`src/rtl/canStatPkg.sv`:
```
package canStatPkg;
  typedef struct packed {
    logic clrAll;
    logic flagSet;
    logic flagWr;
    logic flagWrVal;
    logic pendSet;
    logic pendClr;
  } ctrlStrobes_t;
endpackage

```
`src/rtl/canStatCtrl.sv`:
```
module canStatCtrl
  import canStatPkg::*;
#(
  parameter int DATA_W = 8,
  parameter int FLAG_BIT = 3,
  parameter logic STATUS_ADDR = 1'b0
) (
  input  logic              clk,
  input  logic              rstN,
  input  logic              txOk,
  input  logic              busAddr,
  input  logic              busWr,
  input  logic              busRd,
  input  logic [DATA_W-1:0] busWData,
  input  logic              statIntEn,
  input  logic              softReset,
  input  logic              flagQ,
  output ctrlStrobes_t      strobes
);
  logic wrStatus;
  logic rdStatus;
  logic wrBit;
  logic swRise;

  always_comb begin
    wrStatus = busWr && (busAddr == STATUS_ADDR);
    rdStatus = busRd && (busAddr == STATUS_ADDR);
    wrBit    = busWData[FLAG_BIT];
    swRise   = wrStatus && wrBit && !flagQ;
    strobes.clrAll    = softReset;
    strobes.flagSet   = txOk;
    strobes.flagWr    = wrStatus;
    strobes.flagWrVal = wrBit;
    strobes.pendSet   = statIntEn && (txOk || swRise);
    strobes.pendClr   = rdStatus;
  end

  // a write of 1 while the flag is set never requests a new interrupt
  p_no_rearm_r6: assert property (@(posedge clk) disable iff (!rstN)
    (wrStatus && wrBit && flagQ && !txOk) |-> !strobes.pendSet);

  // a disabled status interrupt never requests a set
  p_disabled_r8: assert property (@(posedge clk) disable iff (!rstN)
    !statIntEn |-> !strobes.pendSet);
endmodule

```
`src/rtl/canStatDatapath.sv`:
```
module canStatDatapath
  import canStatPkg::*;
#(
  parameter int DATA_W = 8,
  parameter int FLAG_BIT = 3,
  parameter int NUM_MC = 15,
  parameter int ID_W = 8
) (
  input  logic              clk,
  input  logic              rstN,
  input  ctrlStrobes_t      strobes,
  input  logic [NUM_MC-1:0] mcPending,
  output logic              flagQ,
  output logic              pendQ,
  output logic [DATA_W-1:0] statusReg,
  output logic [ID_W-1:0]   intId,
  output logic              irq
);
  localparam logic [ID_W-1:0] STAT_CODE = ID_W'(1);
  localparam int MC_BASE = 2;

  logic [ID_W-1:0] mcCode;

  always_ff @(posedge clk or negedge rstN) begin
    if (!rstN) begin
      flagQ <= 1'b0;
      pendQ <= 1'b0;
    end else if (strobes.clrAll) begin
      flagQ <= 1'b0;
      pendQ <= 1'b0;
    end else begin
      if (strobes.flagSet)     flagQ <= 1'b1;
      else if (strobes.flagWr) flagQ <= strobes.flagWrVal;
      if (strobes.pendSet)      pendQ <= 1'b1;
      else if (strobes.pendClr) pendQ <= 1'b0;
    end
  end

  always_comb begin
    mcCode = '0;
    for (int i = NUM_MC - 1; i >= 0; i--) begin
      if (mcPending[i]) mcCode = ID_W'(i + MC_BASE);
    end
  end

  always_comb begin
    statusReg = '0;
    statusReg[FLAG_BIT] = flagQ;
    intId = pendQ ? STAT_CODE : mcCode;
    irq = (intId != '0);
  end

  // the hardware set always lands
  p_hw_set_r1: assert property (@(posedge clk) disable iff (!rstN)
    (strobes.flagSet && !strobes.clrAll) |=> flagQ);

  // no hardware path clears the flag
  p_sticky_r1: assert property (@(posedge clk) disable iff (!rstN)
    (flagQ && !strobes.clrAll && !strobes.flagWr) |=> flagQ);

  // the soft reset clears everything
  p_soft_clr_r2: assert property (@(posedge clk) disable iff (!rstN)
    strobes.clrAll |=> (!flagQ && !pendQ));

  // an acknowledge with no new event drops the pending interrupt
  p_rd_clr_r4: assert property (@(posedge clk) disable iff (!rstN)
    (strobes.pendClr && !strobes.pendSet) |=> !pendQ);

  // a new event beats a same-cycle acknowledge
  p_event_wins_r7: assert property (@(posedge clk) disable iff (!rstN)
    (strobes.pendSet && !strobes.clrAll) |=> (pendQ && intId == STAT_CODE));
endmodule

```
`src/rtl/canStatusIntId.sv`:
```
module canStatusIntId
  import canStatPkg::*;
#(
  parameter int DATA_W = 8,
  parameter int FLAG_BIT = 3,
  parameter int NUM_MC = 15,
  parameter int ID_W = 8
) (
  input  logic              clk,
  input  logic              rstN,
  input  logic              txOk,
  input  logic              busAddr,
  input  logic              busWr,
  input  logic              busRd,
  input  logic [DATA_W-1:0] busWData,
  input  logic              statIntEn,
  input  logic              softReset,
  input  logic [NUM_MC-1:0] mcPending,
  output logic [DATA_W-1:0] statusReg,
  output logic [ID_W-1:0]   intId,
  output logic              irq
);
  ctrlStrobes_t strobes;
  logic flagQ;
  logic pendQ;

  canStatCtrl #(.DATA_W(DATA_W), .FLAG_BIT(FLAG_BIT), .STATUS_ADDR(1'b0)) ctrl_i (
    .clk(clk), .rstN(rstN), .txOk(txOk), .busAddr(busAddr), .busWr(busWr),
    .busRd(busRd), .busWData(busWData), .statIntEn(statIntEn),
    .softReset(softReset), .flagQ(flagQ), .strobes(strobes)
  );

  canStatDatapath #(.DATA_W(DATA_W), .FLAG_BIT(FLAG_BIT), .NUM_MC(NUM_MC), .ID_W(ID_W)) dp_i (
    .clk(clk), .rstN(rstN), .strobes(strobes), .mcPending(mcPending),
    .flagQ(flagQ), .pendQ(pendQ), .statusReg(statusReg), .intId(intId), .irq(irq)
  );

  // any pending message-center source raises the request line
  p_mc_irq_r9: assert property (@(posedge clk) disable iff (!rstN)
    (mcPending != '0) |-> irq);

  // with nothing pending anywhere the identification value is zero
  p_idle_id_r5: assert property (@(posedge clk) disable iff (!rstN)
    (!pendQ && mcPending == '0) |-> (intId == '0 && !irq));
endmodule

```
`config.mk`:
```
export PLATFORM = sky130hd
export DESIGN_NAME = canStatusIntId
export DESIGN_NICKNAME = d
export VERILOG_FILES = /design/src/rtl/canStatPkg.sv /design/src/rtl/canStatCtrl.sv /design/src/rtl/canStatDatapath.sv /design/src/rtl/canStatusIntId.sv
export SDC_FILE = /design/constraint.sdc
export NUM_CORES = 1
export LEC_CHECK = 0
export ABC_CLOCK_PERIOD_IN_PS = 2400
export BUFFER_PORTS_ARGS = -buffer_cell sky130_fd_sc_hd__clkbuf_2
export CAP_MARGIN = 20
export CORE_AREA = 2 2 39 41
export DETAILED_ROUTE_END_ITERATION = 10
export DIE_AREA = 0 0 41 43
export GPL_TIMING_DRIVEN = 0
export PLACE_DENSITY = 0.81
export SYNTH_ARGS = -nofsm -noshare
export SYNTH_HDL_FRONTEND = slang
export SYNTH_SLANG_ARGS = --single-unit
```
`constraint.sdc`:
```
create_clock -name clk -period 2.4 [get_ports clk]
set_input_delay 0.72 -clock clk [delete_from_list [all_inputs] [get_ports clk]]
set_output_delay 0.72 -clock clk [all_outputs]
set_load 0.01 [all_outputs]
```
==> results of run 1 <==
## metal layers
metal | up-vias | track usage
met2 | 24 | 0.234
met1 | 217 | 0.113
met5 | - | 0
met4 | 0 | 0.0400
li1 | 268 | -
met3 | 0 | 0.0576
## state kept, by name (all words and copies together), names as in the netlist
| register | flops |
|---|---|
| dp_i.flagQ | 1 |
| dp_i.pendQ | 1 |
## stage by stage
stage | setup slack, ns | hold WS, ns | instance area (µm²) | cells | power (µW)
after floorplan | 0.0763 | 0.424 | 420 | 66 | 84.6
after global placement | -0.176 | 0.505 | 591 | 112 | 120
after detailed placement | -0.201 | 0.507 | 591 | 112 | 122
after CTS | -0.181 | 0.277 | 627 | 115 | 198
after global routing | -0.227 | 0.274 | 703 | 115 | 227
final | -0.157 | 0.283 | 703 | 115 | 208
## power groups by stage
stage	sequential (µW)	combinational, µW	clock, µW
2_1_floorplan	38.2	46.4	0
3_3_place_gp	38.7	81.3	0
3_5_place_dp	38.9	83.2	0
4_1_cts	38.5	86.0	73.6
5_1_grt	38.8	110	78.2
6_report	38.4	99.3	70.1
## worst max-delay path, cell delays in order
cell and delay [ns]:
sky130_fd_sc_hd__buf_6 0.09, sky130_fd_sc_hd__or4_4 0.55, sky130_fd_sc_hd__o21ai_2 0.13, sky130_fd_sc_hd__nand2_1 0.08, sky130_fd_sc_hd__o2111ai_1 0.11, sky130_fd_sc_hd__buf_2 0.16
## cell type report
| class | count | area (µm²) |
|---|---|---|
| Buffer | 11 | 82.6 |
| Clock buffer | 3 | 22.5 |
| Fill cell | 143 | 681 |
| Inverter | 6 | 22.5 |
| Multi-Input combinational cell | 47 | 340 |
| Sequential cell | 2 | 50.0 |
| Tap cell | 16 | 20.0 |
| Timing Repair Buffer | 30 | 165 |
## what timing repair did
action                                  in CTS  in global routing
hold buffers                                 0                  0
endpoints found under the setup margin       5                  5
resized for setup                            2                 21
pin swaps                                    1                  6
buffers inserted                             0                  0
## cell families (layout without fill, tap and decap cells)
group	Yosys count	after routing	share of synthesized area
other	1	10	0.00970
buffers and inverters	17	50	0.272
DFF	2	2	0.129
muxes	1	1	0.0259
AOI/OAI and AO/OA	13	13	0.243
and+or+nand+nor	23	23	0.320
## worst max-delay path by stage
stage / to / depth (start not counted) / slack (ns)
3_5_place_dp: irq / 5 / -0.20
2_1_floorplan: irq / 4 / 0.08
4_1_cts: irq / 6 / -0.18
6_report: irq / 6 / -0.16
3_3_place_gp: irq / 6 / -0.18
5_1_grt: irq / 6 / -0.23
## placed cells by master, fill, tap and decap left out, types with 2 or more instances in the layout
master	synthesis	routed
sky130_fd_sc_hd__a21oi_1	5	5
sky130_fd_sc_hd__nor3_1	4	3
sky130_fd_sc_hd__o21ai_0	2	2
sky130_fd_sc_hd__buf_6	0	2
sky130_fd_sc_hd__clkbuf_4	0	3
sky130_fd_sc_hd__nand2_1	3	3
sky130_fd_sc_hd__clkbuf_2	0	22
sky130_fd_sc_hd__inv_1	6	6
sky130_fd_sc_hd__dfrtp_1	2	2
sky130_fd_sc_hd__buf_4	11	12
sky130_fd_sc_hd__nor2_4	0	2
sky130_fd_sc_hd__buf_2	0	5
sky130_fd_sc_hd__conb_1	1	10
sky130_fd_sc_hd__nor2_1	7	5
==> results.md, run 1 <==
| Parameter | Reported |
|:---|:---|
| Placeable Area | 1380 µm² |
| Routed met2 length | 604 µm |
| DR vias/cell | 4.43 |
| Area of the mapped netlist | 387 µm² |
| Power Dens Cells | 296 nW/µm² |
| Cell taking the most area after synthesis | sky130_fd_sc_hd__buf_4 |
| Type of element launching the critical path | input pin |
| Worst-Skew Late Latency | 0.21 ns |
| Cell types occupying the most area after synthesis | sky130_fd_sc_hd__buf_4 (21%), sky130_fd_sc_hd__dfrtp_1 (13%), sky130_fd_sc_hd__nor2_1 (6.8%) |
| Area share of the largest cell type after synthesis | 0.214 |
| Layout cell share with drive strength beyond 1 | 0.556 |
| Number of DRC violations after detailed-routing iteration 0 | 4 |
| Overflow after GRT | 0 |
| Final Routed Wirelength | 1060 µm |
| Setup repair after global routing missed its margin | true |
| Total Neg Setup Slack | -0.348 ns |
| Die outline width | 41 µm |
| Die height | 43 µm |
| I/O pin count | 48 |
| Inserted Diodes | 0 |
| Synthesis Warnings | 0 |
| Total track usage | 0.128 |
| Capture instance of the worst register-to-register path | dp_i.pendQ$_DFFE_PN0P_ |
| Post-route fraction of the period consumed by the critical path | 1.07 |
| Standard-cell row count | 14 |
| Reg-to-reg slack, setup | 1.52 ns |
| IR drop worst, VDD | 0.261 mV |
| Post-Syn Area per Cell | 6.78 µm² |
| Number of synthesized register bits | 2 |
| Area enclosed by the die boundary | 1760 µm² |
| Topmost layer with routed signal wires | met3 |
| Root buffer cell | sky130_fd_sc_hd__clkbuf_4 |
| HPWL Detailed | 898 µm |
| Maximum number of pins on one net before global-route repair | 6 |
| Met1 Routed Length | 354 µm |
| Fmax | 0.391 GHz |
| First-pass GRT wire length | 1550 µm |
| Part of the total power dissipated in sequential elements | 0.185 |
| Critical path fanouts, max | 3 |
| Violated checks | setup timing |
| Post-route DRC violation count | 0 |
| GP Congestion | 0.633 |
| Sequential element share of the synthesized area | 0.129 |
| Clock transition at the registers of the reported paths | 0.03 ns |
| CP Data Required Time | 1.68 ns |
| H-Tree Level Count | 1 |
| Initial cell density of the core | 0.279 |
| Via count | 509 |
| IO buf count | 30 |
| Count of maximum capacitance violations | 0 |
| Net count, final | 132 |
| Worst Path Arrival | 1.84 ns |
| Worst-case reg-to-reg path depth | 3 |
| Maximum root-to-sink buffer count | 2 |
| Post-synthesis async set-or-reset flop share | 1.00 |
| Total length of routed met3 wires | 103 µm |
| Number of global-route vias before repair | 464 |
| Outcome | finished with violations |
| Leakage component of the power | 0.000371 µW |
| Clock tree from TritonCTS | done |
| Total iterations of the first detailed-routing run | 4 |
| Unique cell type count in the Yosys netlist | 23 |
| Clock period minus final worst setup slack | 2.56 ns |
| Most frequent cell after synthesis | sky130_fd_sc_hd__buf_4 |
| Post-synthesis instance total | 57 |
| Number of clock buffers inserted by TritonCTS | 3 |
| Syn-to-layout area delta | 81.9% |
| Setup violation total in the final timing report | 3 |
| Top cell types by occurrence after synthesis | sky130_fd_sc_hd__buf_4 (11), sky130_fd_sc_hd__nor2_1 (7), sky130_fd_sc_hd__inv_1 (6), sky130_fd_sc_hd__a21oi_1 (5), sky130_fd_sc_hd__nor3_1 (4) |
| Start point of the critical path | mcPending[9] |
| Psw | 67.8 µW |
| Number of flops mapped to enable cells by yosys | 0 |
| Post-route core utilization | 0.508 |
| Type of the tightest min-delay check | in -> async |
| Antenna Nets Post-Route | 0 |
| Crit Path Category | in -> out |
| Hold Violations, Final | 0 |
| Internal power summed over all cells | 140 µW |
| Count of final max-slew check failures | 0 |
| Fraction of power spent switching nets | 0.326 |
| Initial antenna violation count | 0 |
| Type of destination of the critical path | primary output |
| Clock Sinks | 2 |
| Prevailing post-synth register cell | sky130_fd_sc_hd__dfrtp_1 |
| Proportion of power drawn by combinational gates | 0.478 |
| Post-route clock skew | 0.00268 ns |
| Routed len/inst | 9.23 µm |
| Startpoint of the worst register-to-register path | dp_i.flagQ$_DFFE_PN0P_ |
| Power share of the clock group | 0.337 |
| Worst Setup Slack, final | -0.157 ns |
Power figures use the tool's default switching activity.
==> run 2: changes to the inputs <==
--- a/config.mk
+++ b/config.mk
@@ -12,7 +12,8 @@
 export DETAILED_ROUTE_END_ITERATION = 10
 export DIE_AREA = 0 0 41 43
 export GPL_TIMING_DRIVEN = 0
-export PLACE_DENSITY = 0.81
+export PLACE_DENSITY_LB_ADDON = 0.3
+export SKIP_LAST_GASP = 1
 export SYNTH_ARGS = -nofsm -noshare
 export SYNTH_HDL_FRONTEND = slang
 export SYNTH_SLANG_ARGS = --single-unit
==> results.md, run 2 (same netlist as run 1, synthesis figures left out) <==
| Parameter | Reported | vs previous |
|:---|:---|:---|
| Total track usage | 0.120 | was 0.128 |
| Root buffer cell | sky130_fd_sc_hd__clkbuf_4 | unchanged |
| Worst Setup Slack, final | -0.160 ns | was -0.157 ns |
| DR vias/cell | 4.38 | was 4.43 |
| Count of maximum capacitance violations | 0 | unchanged |
| Overflow after GRT | 0 | unchanged |
| Family of cells with the greatest summed delay on the critical path | simple AND/OR/NAND/NOR gates | unchanged |
| Type of destination of the critical path | primary output | unchanged |
| Placeable Area | 1380 µm² | unchanged |
| Maximum root-to-sink buffer count | 2 | unchanged |
| Die outline width | 41 µm | unchanged |
| Crit Path Category | in -> out | unchanged |
| Die height | 43 µm | unchanged |
| Via count | 512 | was 509 |
| Critical path fanouts, max | 3 | unchanged |
| I/O pin count | 48 | unchanged |
| Total iterations of the first detailed-routing run | 4 | unchanged |
| Total placed instance area | 591 µm² | unchanged |
| Setup repair after global routing missed its margin | true | unchanged |
| Routed len/inst | 8.58 µm | was 9.23 µm |
| HPWL Detailed | 841 µm | was 898 µm |
| GP Congestion | 0.609 | was 0.633 |
| Post-route clock skew | 0.00416 ns | was 0.00268 ns |
| Post-CTS Hold Fix Bufs | 0 | unchanged |
| Buffers and inverters on the worst path | 2 | unchanged |
| Maximum number of pins on one net before global-route repair | 6 | unchanged |
| Inserted Diodes | 0 | unchanged |
| Antenna Nets Post-Route | 0 | unchanged |
| Hold Violations, Final | 0 | unchanged |
| Post-route standard cell area excluding fillers | 701 µm² | was 703 µm² |
| Critical-path cell with the highest stage delay | sky130_fd_sc_hd__or4_4 | unchanged |
| Clock tree from TritonCTS | done | unchanged |
| H-Tree Level Count | 1 | unchanged |
| Type of the tightest min-delay check | in -> async | unchanged |
| Most common library cell in the layout ignoring fill and taps | sky130_fd_sc_hd__clkbuf_2 | unchanged |
| Violated checks | setup timing | unchanged |
| Total Neg Setup Slack | -0.505 ns | was -0.348 ns |
| Outcome | finished with violations | unchanged |
| Count of final max-slew check failures | 0 | unchanged |
| Standard-cell row count | 14 | unchanged |
| Final Routed Wirelength | 1000 µm | was 1060 µm |
| Area taken by multi-input logic gates | 319 µm² | was 340 µm² |
| Initial antenna violation count | 0 | unchanged |
| Worst Path Arrival | 1.84 ns | about the same |
| Area enclosed by the die boundary | 1760 µm² | unchanged |
| Critical path's largest stage delay | 0.55 ns | about the same |
| Number of DRC violations after detailed-routing iteration 0 | 6 | was 4 |
| Power Dens Cells | 304 nW/µm² | was 296 nW/µm² |
| Worst-Skew Late Latency | 0.23 ns | was 0.21 ns |
| IR drop worst, VDD | 0.179 mV | was 0.261 mV |
| Initial cell density of the core | 0.279 | unchanged |
| Syn-to-layout area delta | 81.2% | was 81.9% |
| Clock transition at the registers of the reported paths | 0.03 ns | about the same |
| Type of element launching the critical path | input pin | unchanged |
| Fmax | 0.391 GHz | about the same |
| Setup violation total in the final timing report | 5 | was 3 |
| Top library cells by usage in the layout, fill and taps aside | sky130_fd_sc_hd__clkbuf_2 (26), sky130_fd_sc_hd__buf_4 (13), sky130_fd_sc_hd__conb_1 (10) | was sky130_fd_sc_hd__clkbuf_2 (22), sky130_fd_sc_hd__buf_4 (12), sky130_fd_sc_hd__conb_1 (10) |
| Leakage component of the power | 0.000376 µW | was 0.000371 µW |
| Fillcell total | 145 | was 143 |
| CP Data Required Time | 1.68 ns | about the same |
| Leading registers by flop count | dp_i.flagQ: 1 flops, dp_i.pendQ: 1 flops | unchanged |
| Net count, final | 134 | was 132 |
| List of cells traversed by the critical path | buf_6 > or4_4 > o21ai_2 > nand2_2 > o2111ai_2 > buf_2 | was buf_6 > or4_4 > o21ai_2 > nand2_1 > o2111ai_1 > buf_2 |
| Clock period minus final worst setup slack | 2.56 ns | about the same |
| Number of clock buffers inserted by TritonCTS | 3 | unchanged |
| Number of global-route vias before repair | 417 | was 464 |
| Layout cell share with drive strength beyond 1 | 0.574 | was 0.556 |
| Clock Sinks | 2 | unchanged |
| Post-route fraction of the period consumed by the critical path | 1.07 | about the same |
| IO buf count | 30 | unchanged |
| Sequential cell area | 50.0 µm² | unchanged |
| Post-route DRC violation count | 0 | unchanged |
| First-pass GRT wire length | 1410 µm | was 1550 µm |
| Tightest hold margin | 0.268 ns | was 0.283 ns |
==> run 2: final timing paths <==
path / from / end / slack (ns) / depth (start not counted)
max reg2reg: dp_i.flagQ$_DFFE_PN0P_ / dp_i.pendQ$_DFFE_PN0P_ / 1.52 / 3
min in group clk: dp_i.pendQ$_DFFE_PN0P_ / dp_i.pendQ$_DFFE_PN0P_ / 0.58 / 2
min: rstN / dp_i.flagQ$_DFFE_PN0P_ / 0.27 / 1
max: mcPending[9] / irq / -0.16 / 6
min reg2reg: dp_i.pendQ$_DFFE_PN0P_ / dp_i.pendQ$_DFFE_PN0P_ / 0.58 / 2
max in group asynchronous: rstN / dp_i.pendQ$_DFFE_PN0P_ / 2.03 / 1
==> run 2: stage by stage <==
| step | util | setup WS (ns) | total power, µW | cells |
|---|---|---|---|---|
| 6_report | 0.506 | -0.160 | 213 | 117 |
| 2_1_floorplan | - | 0.0763 | 84.6 | 66 |
| 3_3_place_gp | 0.427 | -0.200 | 121 | 112 |
| 4_1_cts | 0.458 | -0.183 | 209 | 116 |
| 3_5_place_dp | 0.427 | -0.214 | 121 | 112 |
| 5_1_grt | 0.506 | -0.211 | 234 | 117 |
==> run 2: area by class of cell <==
| class | count | share of cell area |
|---|---|---|
| multi-input combinational | 47 | 0.455 |
| tap | 16 | 0.0286 |
| sequential | 2 | 0.0714 |
| clock buffer | 3 | 0.0321 |
| timing repair buffer | 32 | 0.262 |
| buffer | 11 | 0.118 |
| inverter | 6 | 0.0321 |
==> run 2: power breakdown <==
group          switching, µW  internal (µW)  total, µW
logic                   47.6           49.4       97.1
registers               1.99           36.3       38.3
clock network           22.0           55.4       77.4
==> run 2: what timing repair did <==
item | in CTS | in global routing
endpoints found under the setup margin | 6 | 5
endpoints found under the hold margin | 0 | 0
buffers inserted | 1 | 1
pin swaps | 5 | 3
resized for setup | 2 | 14
==> run 2: per-layer routing <==
layer,vias to the layer above,track usage,wire length [µm]
met5,-,0,0
met4,0,0.100,0
met3,0,0.0419,112
met2,28,0.194,508
met1,213,0.113,383
li1,271,-,-
